==> src/rtl/lacmd_pkg.sv <==
`timescale 1ns/100ps
package lacmd_pkg;
    localparam int BYTE_W = 8;
    localparam int WORD_W = 32;

    typedef enum logic [2:0] {
        FR_IDLE, FR_ARG0, FR_ARG1, FR_ARG2, FR_ARG3
    } frame_state_t;

    typedef enum logic {
        TX_IDLE, TX_SEND
    } reply_state_t;

    localparam logic [7:0] OP_RESET = 8'h00;
    localparam logic [7:0] OP_RUN   = 8'h01;
    localparam logic [7:0] OP_IDENT = 8'h02;
    localparam logic [7:0] OP_META  = 8'h04;
    localparam logic [7:0] OP_DIV   = 8'h80;
    localparam logic [7:0] OP_SIZE  = 8'h81;
    localparam logic [7:0] OP_FLAGS = 8'h82;
    localparam logic [3:0] OP_TRIG_HI = 4'hC;

    localparam int FLG_DEMUX  = 0;
    localparam int FLG_FILTER = 1;
    localparam int FLG_GRP_LO = 2;
    localparam int FLG_RLE    = 8;

    function automatic logic [7:0] reply_byte(input logic [1:0] idx);
        case (idx)
            2'd0:    return 8'h31;
            2'd1:    return 8'h53;
            2'd2:    return 8'h4C;
            default: return 8'h4F;
        endcase
    endfunction
endpackage

==> src/rtl/lacmd_framer.sv <==
`timescale 1ns/100ps
module lacmd_framer
    import lacmd_pkg::*;
(
    input  logic                clk,
    input  logic                rst_n,
    input  logic [BYTE_W-1:0]   rx_data,
    input  logic                rx_valid,
    output logic                short_vld,
    output logic                long_vld,
    output logic [BYTE_W-1:0]   op,
    output logic [WORD_W-1:0]   arg
);
    frame_state_t state_q, state_d;

    always_ff @(posedge clk or negedge rst_n) begin
        if (!rst_n) state_q <= FR_IDLE;
        else        state_q <= state_d;
    end

    always_comb begin
        state_d = state_q;
        unique case (state_q)
            FR_IDLE: if (rx_valid && rx_data[BYTE_W-1]) state_d = FR_ARG0;
            FR_ARG0: if (rx_valid) state_d = FR_ARG1;
            FR_ARG1: if (rx_valid) state_d = FR_ARG2;
            FR_ARG2: if (rx_valid) state_d = FR_ARG3;
            FR_ARG3: if (rx_valid) state_d = FR_IDLE;
            default: state_d = FR_IDLE;
        endcase
    end

    always_ff @(posedge clk or negedge rst_n) begin
        if (!rst_n) begin
            short_vld <= 1'b0;
            long_vld  <= 1'b0;
            op        <= '0;
            arg       <= '0;
        end else begin
            short_vld <= 1'b0;
            long_vld  <= 1'b0;
            if (rx_valid) begin
                if (state_q == FR_IDLE) begin
                    op        <= rx_data;
                    short_vld <= ~rx_data[BYTE_W-1];
                end else begin
                    arg      <= {arg[WORD_W-BYTE_W-1:0], rx_data};
                    long_vld <= (state_q == FR_ARG3);
                end
            end
        end
    end


    frame_hold_chk: assert property (@(posedge clk) disable iff (!rst_n)
        !rx_valid |=> $stable(state_q) && $stable(arg));


    long_spacing_chk: assert property (@(posedge clk) disable iff (!rst_n)
        long_vld |=> !long_vld);
endmodule

==> src/rtl/lacmd_regs.sv <==
`timescale 1ns/100ps
module lacmd_regs
    import lacmd_pkg::*;
#(
    parameter int          STAGES  = 4,
    parameter int          DIV_W   = 24,
    parameter int unsigned DIV_RST = 99
) (
    input  logic                           clk,
    input  logic                           rst_n,
    input  logic                           short_vld,
    input  logic                           long_vld,
    input  logic [BYTE_W-1:0]              op,
    input  logic [WORD_W-1:0]              arg,
    output logic [STAGES-1:0][WORD_W-1:0]  trig_mask,
    output logic [STAGES-1:0][WORD_W-1:0]  trig_value,
    output logic [STAGES-1:0][WORD_W-1:0]  trig_cfg,
    output logic [STAGES-1:0]              trig_start_stage,
    output logic [DIV_W-1:0]               divider,
    output logic [15:0]                    read_count_m1,
    output logic [15:0]                    delay_count_m1,
    output logic [WORD_W-1:0]              flags
);
    localparam logic [DIV_W-1:0] DIV_INIT = DIV_W'(DIV_RST);
    localparam int START_BIT = 3;

    logic clr;
    assign clr = short_vld && (op == OP_RESET);

    for (genvar s = 0; s < STAGES; s++) begin : g_stage
        logic [WORD_W-1:0] m_q, v_q, c_q;
        logic hit;
        assign hit = long_vld && (op[7:4] == OP_TRIG_HI) && (op[3:2] == 2'(s));

        always_ff @(posedge clk or negedge rst_n) begin
            if (!rst_n) begin
                m_q <= '0; v_q <= '0; c_q <= '0;
            end else if (clr) begin
                m_q <= '0; v_q <= '0; c_q <= '0;
            end else if (hit) begin
                case (op[1:0])
                    2'd0:    m_q <= arg;
                    2'd1:    v_q <= arg;
                    2'd2:    c_q <= arg;
                    default: ;
                endcase
            end
        end

        assign trig_mask[s]        = m_q;
        assign trig_value[s]       = v_q;
        assign trig_cfg[s]         = c_q;
        assign trig_start_stage[s] = c_q[START_BIT];
    end

    always_ff @(posedge clk or negedge rst_n) begin
        if (!rst_n) begin
            divider        <= DIV_INIT;
            read_count_m1  <= '0;
            delay_count_m1 <= '0;
            flags          <= '0;
        end else if (clr) begin
            divider        <= DIV_INIT;
            read_count_m1  <= '0;
            delay_count_m1 <= '0;
            flags          <= '0;
        end else if (long_vld) begin
            if (op == OP_DIV) divider <= arg[DIV_W-1:0];
            if (op == OP_SIZE) begin
                read_count_m1  <= {arg[23:16], arg[31:24]};
                delay_count_m1 <= {arg[7:0],   arg[15:8]};
            end
            if (op == OP_FLAGS) flags <= arg;
        end
    end


    soft_reset_chk: assert property (@(posedge clk) disable iff (!rst_n)
        (short_vld && op == OP_RESET) |=> (divider == DIV_INIT && flags == '0
            && read_count_m1 == '0 && trig_cfg == '0));


    unknown_long_chk: assert property (@(posedge clk) disable iff (!rst_n)
        (long_vld && op[7:5] == 3'b101) |=> ($stable(divider) && $stable(flags)
            && $stable(read_count_m1) && $stable(trig_mask)));
endmodule

==> src/rtl/lacmd_id_tx.sv <==
`timescale 1ns/100ps
module lacmd_id_tx
    import lacmd_pkg::*;
(
    input  logic              clk,
    input  logic              rst_n,
    input  logic              start,
    input  logic              tx_ready,
    output logic              tx_valid,
    output logic [BYTE_W-1:0] tx_data
);
    reply_state_t state_q, state_d;
    logic [1:0]   idx_q;

    always_ff @(posedge clk or negedge rst_n) begin
        if (!rst_n) state_q <= TX_IDLE;
        else        state_q <= state_d;
    end

    always_comb begin
        state_d = state_q;
        unique case (state_q)
            TX_IDLE: if (start) state_d = TX_SEND;
            TX_SEND: if (tx_ready && idx_q == 2'd3) state_d = TX_IDLE;
            default: state_d = TX_IDLE;
        endcase
    end

    always_ff @(posedge clk or negedge rst_n) begin
        if (!rst_n)                  idx_q <= '0;
        else if (state_q == TX_IDLE) idx_q <= '0;
        else if (tx_ready)           idx_q <= idx_q + 2'd1;
    end

    always_comb begin
        tx_valid = (state_q == TX_SEND);
        tx_data  = reply_byte(idx_q);
    end


    tx_hold_chk: assert property (@(posedge clk) disable iff (!rst_n)
        (tx_valid && !tx_ready) |=> (tx_valid && $stable(tx_data)));


    reply_first_chk: assert property (@(posedge clk) disable iff (!rst_n)
        $rose(tx_valid) |-> tx_data == 8'h31);


    reply_end_chk: assert property (@(posedge clk) disable iff (!rst_n)
        (tx_valid && tx_ready && tx_data == 8'h4F) |=> !tx_valid);
endmodule

==> src/rtl/lacmd_decoder.sv <==
`timescale 1ns/100ps
module lacmd_decoder
    import lacmd_pkg::*;
#(
    parameter int          STAGES  = 4,
    parameter int          DIV_W   = 24,
    parameter int unsigned DIV_RST = 99
) (
    input  logic                      clk,
    input  logic                      rst_n,
    input  logic [7:0]                rx_data,
    input  logic                      rx_valid,
    output logic [7:0]                tx_data,
    output logic                      tx_valid,
    input  logic                      tx_ready,
    output logic                      run_pulse,
    output logic                      id_pulse,
    output logic                      meta_pulse,
    output logic [STAGES-1:0][31:0]   trig_mask,
    output logic [STAGES-1:0][31:0]   trig_value,
    output logic [STAGES-1:0][31:0]   trig_cfg,
    output logic [STAGES-1:0]         trig_start_stage,
    output logic [DIV_W-1:0]          divider,
    output logic [15:0]               read_count_m1,
    output logic [15:0]               delay_count_m1,
    output logic [31:0]               flags,
    output logic [3:0]                group_disable,
    output logic                      demux_en,
    output logic                      filter_en,
    output logic                      rle_en
);
    logic              short_vld, long_vld;
    logic [BYTE_W-1:0] op;
    logic [WORD_W-1:0] arg;

    lacmd_framer u_framer (
        .clk       (clk),
        .rst_n     (rst_n),
        .rx_data   (rx_data),
        .rx_valid  (rx_valid),
        .short_vld (short_vld),
        .long_vld  (long_vld),
        .op        (op),
        .arg       (arg)
    );

    lacmd_regs #(.STAGES(STAGES), .DIV_W(DIV_W), .DIV_RST(DIV_RST)) u_regs (
        .clk              (clk),
        .rst_n            (rst_n),
        .short_vld        (short_vld),
        .long_vld         (long_vld),
        .op               (op),
        .arg              (arg),
        .trig_mask        (trig_mask),
        .trig_value       (trig_value),
        .trig_cfg         (trig_cfg),
        .trig_start_stage (trig_start_stage),
        .divider          (divider),
        .read_count_m1    (read_count_m1),
        .delay_count_m1   (delay_count_m1),
        .flags            (flags)
    );

    assign run_pulse  = short_vld && (op == OP_RUN);
    assign id_pulse   = short_vld && (op == OP_IDENT);
    assign meta_pulse = short_vld && (op == OP_META);

    lacmd_id_tx u_id_tx (
        .clk      (clk),
        .rst_n    (rst_n),
        .start    (id_pulse),
        .tx_ready (tx_ready),
        .tx_valid (tx_valid),
        .tx_data  (tx_data)
    );

    assign group_disable = flags[FLG_GRP_LO +: 4];
    assign demux_en      = flags[FLG_DEMUX];
    assign filter_en     = flags[FLG_FILTER];
    assign rle_en        = flags[FLG_RLE];


    strobe_src_chk: assert property (@(posedge clk) disable iff (!rst_n)
        (run_pulse || id_pulse || meta_pulse) |-> $past(rx_valid));


    strobe_excl_chk: assert property (@(posedge clk) disable iff (!rst_n)
        $onehot0({run_pulse, id_pulse, meta_pulse}));
endmodule

==> config.mk <==
export PLATFORM = sky130hd
export DESIGN_NAME = lacmd_decoder
export DESIGN_NICKNAME = d
export VERILOG_FILES = /design/src/rtl/lacmd_pkg.sv /design/src/rtl/lacmd_framer.sv /design/src/rtl/lacmd_regs.sv /design/src/rtl/lacmd_id_tx.sv /design/src/rtl/lacmd_decoder.sv
export SDC_FILE = /design/constraint.sdc
export NUM_CORES = 1
export LEC_CHECK = 0
export BUFFER_PORTS_ARGS = -buffer_cell sky130_fd_sc_hd__buf_2
export CORE_UTILIZATION = 53
export CTS_CLUSTER_DIAMETER = 40
export CTS_CLUSTER_SIZE = 20
export DETAILED_ROUTE_END_ITERATION = 8
export PLACE_DENSITY_LB_ADDON = 0.1
export SLEW_MARGIN = 40
export SYNTH_ARGS = -nofsm -noshare
export SYNTH_HDL_FRONTEND = slang
export SYNTH_SLANG_ARGS = --single-unit
==> constraint.sdc <==
create_clock -name clk -period 2.49 [get_ports clk]
set_input_delay 0 -clock clk [delete_from_list [all_inputs] [get_ports clk]]
set_output_delay 0 -clock clk [all_outputs]
set_load 0.01 [all_outputs]
# Word-level counts from Yosys, hierarchy flattened
# Cells that the tools add are included.
[totals]
out_inout_bits = 495
register_bits = 520
in_bits = 12
[op_classes]
n_addsub = 1
eq_ne = 25
n_reduce_logical = 45
mux = 55
n_bitwise = 3
[ops]
columns = ["operator", "count"]
rows = [
  ["2-to-1 mux 32 bit", 30],
  ["2-to-1 mux 16 bit", 6],
  ["2-to-1 mux 24 bit", 3],
  ["AND reduction 2 bit", 17],
  ["== test 8 bit (second input constant)", 3],
  ["nonzero test 2 bit", 11],
  ["one-hot mux 7 bit (3 select lines)", 1],
  ["2-to-1 mux 3 bit", 5],
  ["one-hot mux 3 bit (5 select lines)", 1],
  ["logical AND 1 bit", 11],
  ["== test 2 bit (second input constant)", 5],
  ["inequality test 2 bit (second input constant)", 5],
  ["== test 8 x 1 -> 1 bit (second input constant)", 1],
  ["== test 8 x 2 -> 1 bit (second input constant)", 1],
  ["== test 8 x 3 -> 1 bit (second input constant)", 1],
  ["zero test 8 bit", 1],
  ["== test 2 x 1 -> 1 bit (second input constant)", 3],
  ["== test 3 x 2 -> 1 bit (second input constant)", 2],
  ["zero test 2 bit", 3],
  ["2-to-1 mux 1 bit", 6],
  ["AND reduction 5 bit", 1],
  ["== test 4 bit (second input constant)", 1],
  ["2-to-1 mux 2 bit", 2],
  ["== test 3 x 1 -> 1 bit (second input constant)", 1],
  ["other kinds (6)", 8],
]

# Depth between registers and ports, before layout
[depth]
ltp_word = 5
mapped_depth = 7
depth_no_buf = 4

# Hierarchy
# A second synthesis with hierarchy kept.
[unflattened]
hier_cells = 1400
area_unflattened_um2 = 20474.6
[by_module_without_submodules]
columns = ["module", "area_per_inst_um2", "seq_area_each_um2", "n_inst", "cells_per_inst"]
rows = [
  ["lacmd_regs", 18365.1, 11816.3, 1, 1255],
  ["lacmd_framer", 1729.2, 1126.1, 1, 103],
  ["lacmd_id_tx", 257.7, 75.1, 1, 27],
  ["lacmd_decoder", 122.6, 0.0, 1, 15],
]

# Least setup slack after synthesis
# OpenSTA, ideal clock, no wires.
[synth_timing]
kind = "reg-to-reg"
from = "register u_framer.op[3]"
to = "register u_regs.g_stage[3].m_q[23]"
slack_ns = 0.529
setup_ns = 0.127
arrival_time_ns = 1.833
n_path_buf = 2
path_stages_with_launch = 7
synth_period_minus_slack_ns = 1.961
cell_sequence = "dfrtp_1 -> buf_2 -> nor4_4 -> nand2_1 -> a211o_1 -> buf_6 -> mux2_1"
[synth_between]
elab_chain_cells = 4
[synth_lines]
columns = ["element", "line", "rtl"]
rows = [
  ["start: declaration", "lacmd_framer.sv:11", "output logic [BYTE_W-1:0] op,"],
  ["start signal: assignment", "lacmd_framer.sv:44", "op <= rx_data;"],
  ["zero test 8 bit / == test 2 bit (equally long branches)", "lacmd_regs.sv:28, lacmd_regs.sv:33", ""],
  ["logical AND 1 bit, on equally long branches", "lacmd_regs.sv:28, lacmd_regs.sv:33", ""],
  ["nonzero test 2 bit (no line)", "n/a", ""],
  ["AND reduction 2 bit (no line)", "n/a", ""],
  ["end signal: assignment", "lacmd_regs.sv:42", "2'd0: m_q <= arg;"],
  ["end: declaration", "lacmd_regs.sv:31", "logic [WORD_W-1:0] m_q, v_q, c_q;"],
]
# Several ways; a longest one is shown, not always the timed one.
# A chain may end at the register's enable or synchronous reset.

# Worst setup path in the final report
[layout_timing]
from = "register u_framer.op[2]"
to = "output id_pulse"
[layout_between]
elab_chain_cells = 2
[layout_lines]
columns = ["element", "line", "rtl"]
rows = [
  ["== test 8 x 2 -> 1 bit", "lacmd_decoder.sv:65", "assign id_pulse = short_vld && (op == OP_IDENT);"],
  ["logical AND 1 bit", "lacmd_decoder.sv:65", ""],
  ["end: declaration", "lacmd_decoder.sv:17", "output logic id_pulse,"],
]
# No other way between the ends.

==> results.ini <==
[run_status]
status = finished clean

[routing]
first_pass_iters = 5
vias = 14990
wl_per_cell_um = 22.12
routed_wl_um = 60350
drtIter0Drc = 959
drtAntennaViolNets = 0
vias_per_cell = 5.493
drc = 0

[die]
rows = 70
die_h_um = 196.5
initial_core_util = 0.5435
core_area_sq_um = 36870
die_w_um = 196.5
ios = 507
fp.dieArea_sq_um = 38590

[sta]
period_needed_ps = 2315
slew_violations = 0
tightest_slew_ps = 686.3
finClkSkew_ps = 12.69
fin_setup_tns_ps = 0
hold_violations = 0
max_freq_mhz = 432.0
setup_violations = 0
period_share = 0.9296
rsz0062_at_grt = no
maxSlewHeadroom = 0.5400

[setup_path]
crit_arrival_ps = 2310
crit_fanout = 12
rr_startpoint = u_framer.op[7]
critPathRequiredTime_ps = 2490
cp-end-kind = primary output
crit_type = flip-flop to primary output
crit_start = u_framer.op[2]
setup.worst_path.start_class = flip-flop

[clock_tree]
cts-root-buf = clkbuf_16
cts_buffers = 61
clk_latency_ps = 620
htreeDepth = 2
post_cts_buffers = 0
clkTransAtPathRegs_ps = 70
tritoncts = yes
cts_sinks = 520
clockBufferDepth = 3

[global_routing]
grt_max_degree = 77
antenna_found_initial = 0
overflow = 0
grt_use_total = 0.3148
grt_pass1_vias = 14660
grt_pass1_wl_um = 91210

[layout]
areaGrowthSynthToFinish_pct = 27.70
diodes = 0
drive_above_1_share = 0.4038
fill_cells = 2812
layout_common_cells = 516 x dfrtp_1, 504 x buf_2, 376 x nand2_1, 197 x mux2_2, 160 x o21ai_0
final_common_cell = dfrtp_1
final_nets = 2190

[logic_synthesis]
synth_area_sq_um = 20040
ys_warn_count = 0
ys_ff_latch = 520
syn_area_per_cell_sq_um = 11.98
syn_inst = 1673
syn_nets = 1691
synthDistinctLibCells = 46
synth_seq_area_share = 0.6496

[power]
power.leakage_nw = 13.86
vdd_ir_drop_max_uv = 701.2
switching_share = 0.3280
p_per_area_nw_per_um2 = 1014
p_switching_w = 0.008512
clkPwrFrac = 0.378
power_frac_comb = 0.179
total_power_w = 0.02595
p_seq_frac = 0.442
cellInternalPower_w = 0.01743

[place]
hpwl_um = 41130
place.gp.congestion = 0.8512
place.port_buffers = 505

[job]
drv_cap = 0

[min_path]
min_path_type = input port to asynchronous set/reset pin

synth_stat cells, drive strengths merged:
library cell	number	area, sq um
dfrtp	516	12910
nand2	376	1411
mux2	199	2241
o21ai	164	820.8
a21oi	85	425.4
buf	83	483.0
a22o	65	569.3
clkbuf	56	210.2
and2	33	206.5
nor2	16	60.06
nand3	9	45.04
inv	7	26.28
nor4	7	88.83
o211ai	7	52.55
and3	6	37.54
ha	6	75.07
dfstp	4	105.1
nand2b	4	25.02
and4	3	26.28
nand4	3	18.77
nor3	3	20.02
nor4b	3	32.53
or2	2	12.51
xor2	2	17.52
a2111o	1	11.26
a211o	1	8.760
a31oi	1	6.260
and3b	1	8.760
conb	1	3.750
mux2i	1	10.01
nor2b	1	6.260
nor3b	1	12.51
o22ai	1	6.260
o31ai	1	7.510
or3	1	6.260
or3b	1	8.760
or4	1	11.26
or4b	1	10.01
logic make-up after synthesis:
logic type                 count (synthesis)  synth area share
and+or+nand+nor                          472            0.1022
other                                      1         0.0001871
adders and majority gates                  6          0.003746
DFF                                      520            0.6496
buffers and inverters                    146           0.03590
muxes                                    200            0.1123
AOI/OAI and AO/OA                        326           0.09521
xor gates and xnor gates                   2         0.0008742
per-layer routing:
| layer | vias up | track usage | wire length, um |
|---|---|---|---|
| met5 | - | 0 | 0 |
| met1 | 7575 | 0.4304 | 25130 |
| met4 | 0 | 0.1172 | 2016 |
| li1 | 6692 | - | - |
| met3 | 113 | 0.08453 | 5408 |
| met2 | 606 | 0.4849 | 27790 |
power groups by stage:
stage	Combinational (W)	Sequential [W]	Clock, W
finish	0.00466	0.0115	0.00982
global route	0.00510	0.0116	0.0102
CTS	0.00468	0.0115	0.00994
detailed placement	0.00460	0.0116	0
global placement	0.00451	0.0115	0
floorplan	0.00270	0.0108	0
cell type report:
cell class              instances  area [sq um]  share of cell area
repair buffers                575          3268              0.1277
inverters                       7         26.28            0.001027
multi-input cells            1007          6384              0.2494
clock buffers                  61          1526             0.05965
clock inverters                54         739.5             0.02889
well taps                     504         630.6             0.02464
flip-flops and latches        520         13020              0.5087
per-stage QoR:
step | instance area (sq um) | hold WS [ps] | instances | worst slack, ps | utilization
after floorplan | 20040 | -295.6 | 1673 | 529.4 | -
after global placement | 23150 | 11.21 | 2598 | 338.8 | 0.6279
after detailed placement | 23150 | -2.582 | 2598 | 244.2 | 0.6279
after CTS | 25590 | 94.19 | 2728 | 179.6 | 0.6941
after global routing | 25590 | 121.4 | 2728 | 127.6 | 0.6941
final | 25590 | 107.3 | 2728 | 175.2 | 0.6941
worst max-delay path, cell delays in order (launching register included):
cell	delay, ps
dfrtp_1	520
or4_4	640
nor3_2	310
buf_2	230
flip-flops by register name, summed over array words and instances (netlist names):
name                   cells
u_regs.g_stage.m_q       128
u_framer.long_vld          1
u_regs.flags              32
u_framer.arg              32
u_regs.delay_count_m1     16
u_id_tx.tx_valid           1
u_framer.op                8
u_regs.read_count_m1      16
u_id_tx.idx_q              2
u_regs.g_stage.c_q       128
u_framer.state_q           3
u_regs.g_stage.v_q       128
u_framer.short_vld         1
u_regs.divider            24
worst paths after layout:
| path | end | slack (ps) | cells past startpoint |
|---|---|---|---|
| min in group clk | u_id_tx.tx_valid | 180 | 3 |
| hold / removal | u_regs.g_stage[2].m_q[11] | 110 | 3 |
| max in group asynchronous | u_regs.g_stage[2].v_q[3] | 1910 | 4 |
| hold reg to reg | u_regs.g_stage[0].m_q[23] | 470 | 2 |
| setup reg to reg | u_regs.g_stage[3].m_q[25] | 210 | 5 |
| setup / recovery | id_pulse | 180 | 3 |
timing repair:
action	CTS	global route
endpoints found under the hold margin	501	0
hold buffers	15	0
endpoints found under the setup margin	1	0
resized for setup	1	0
Power figures use the tool's default switching activity.
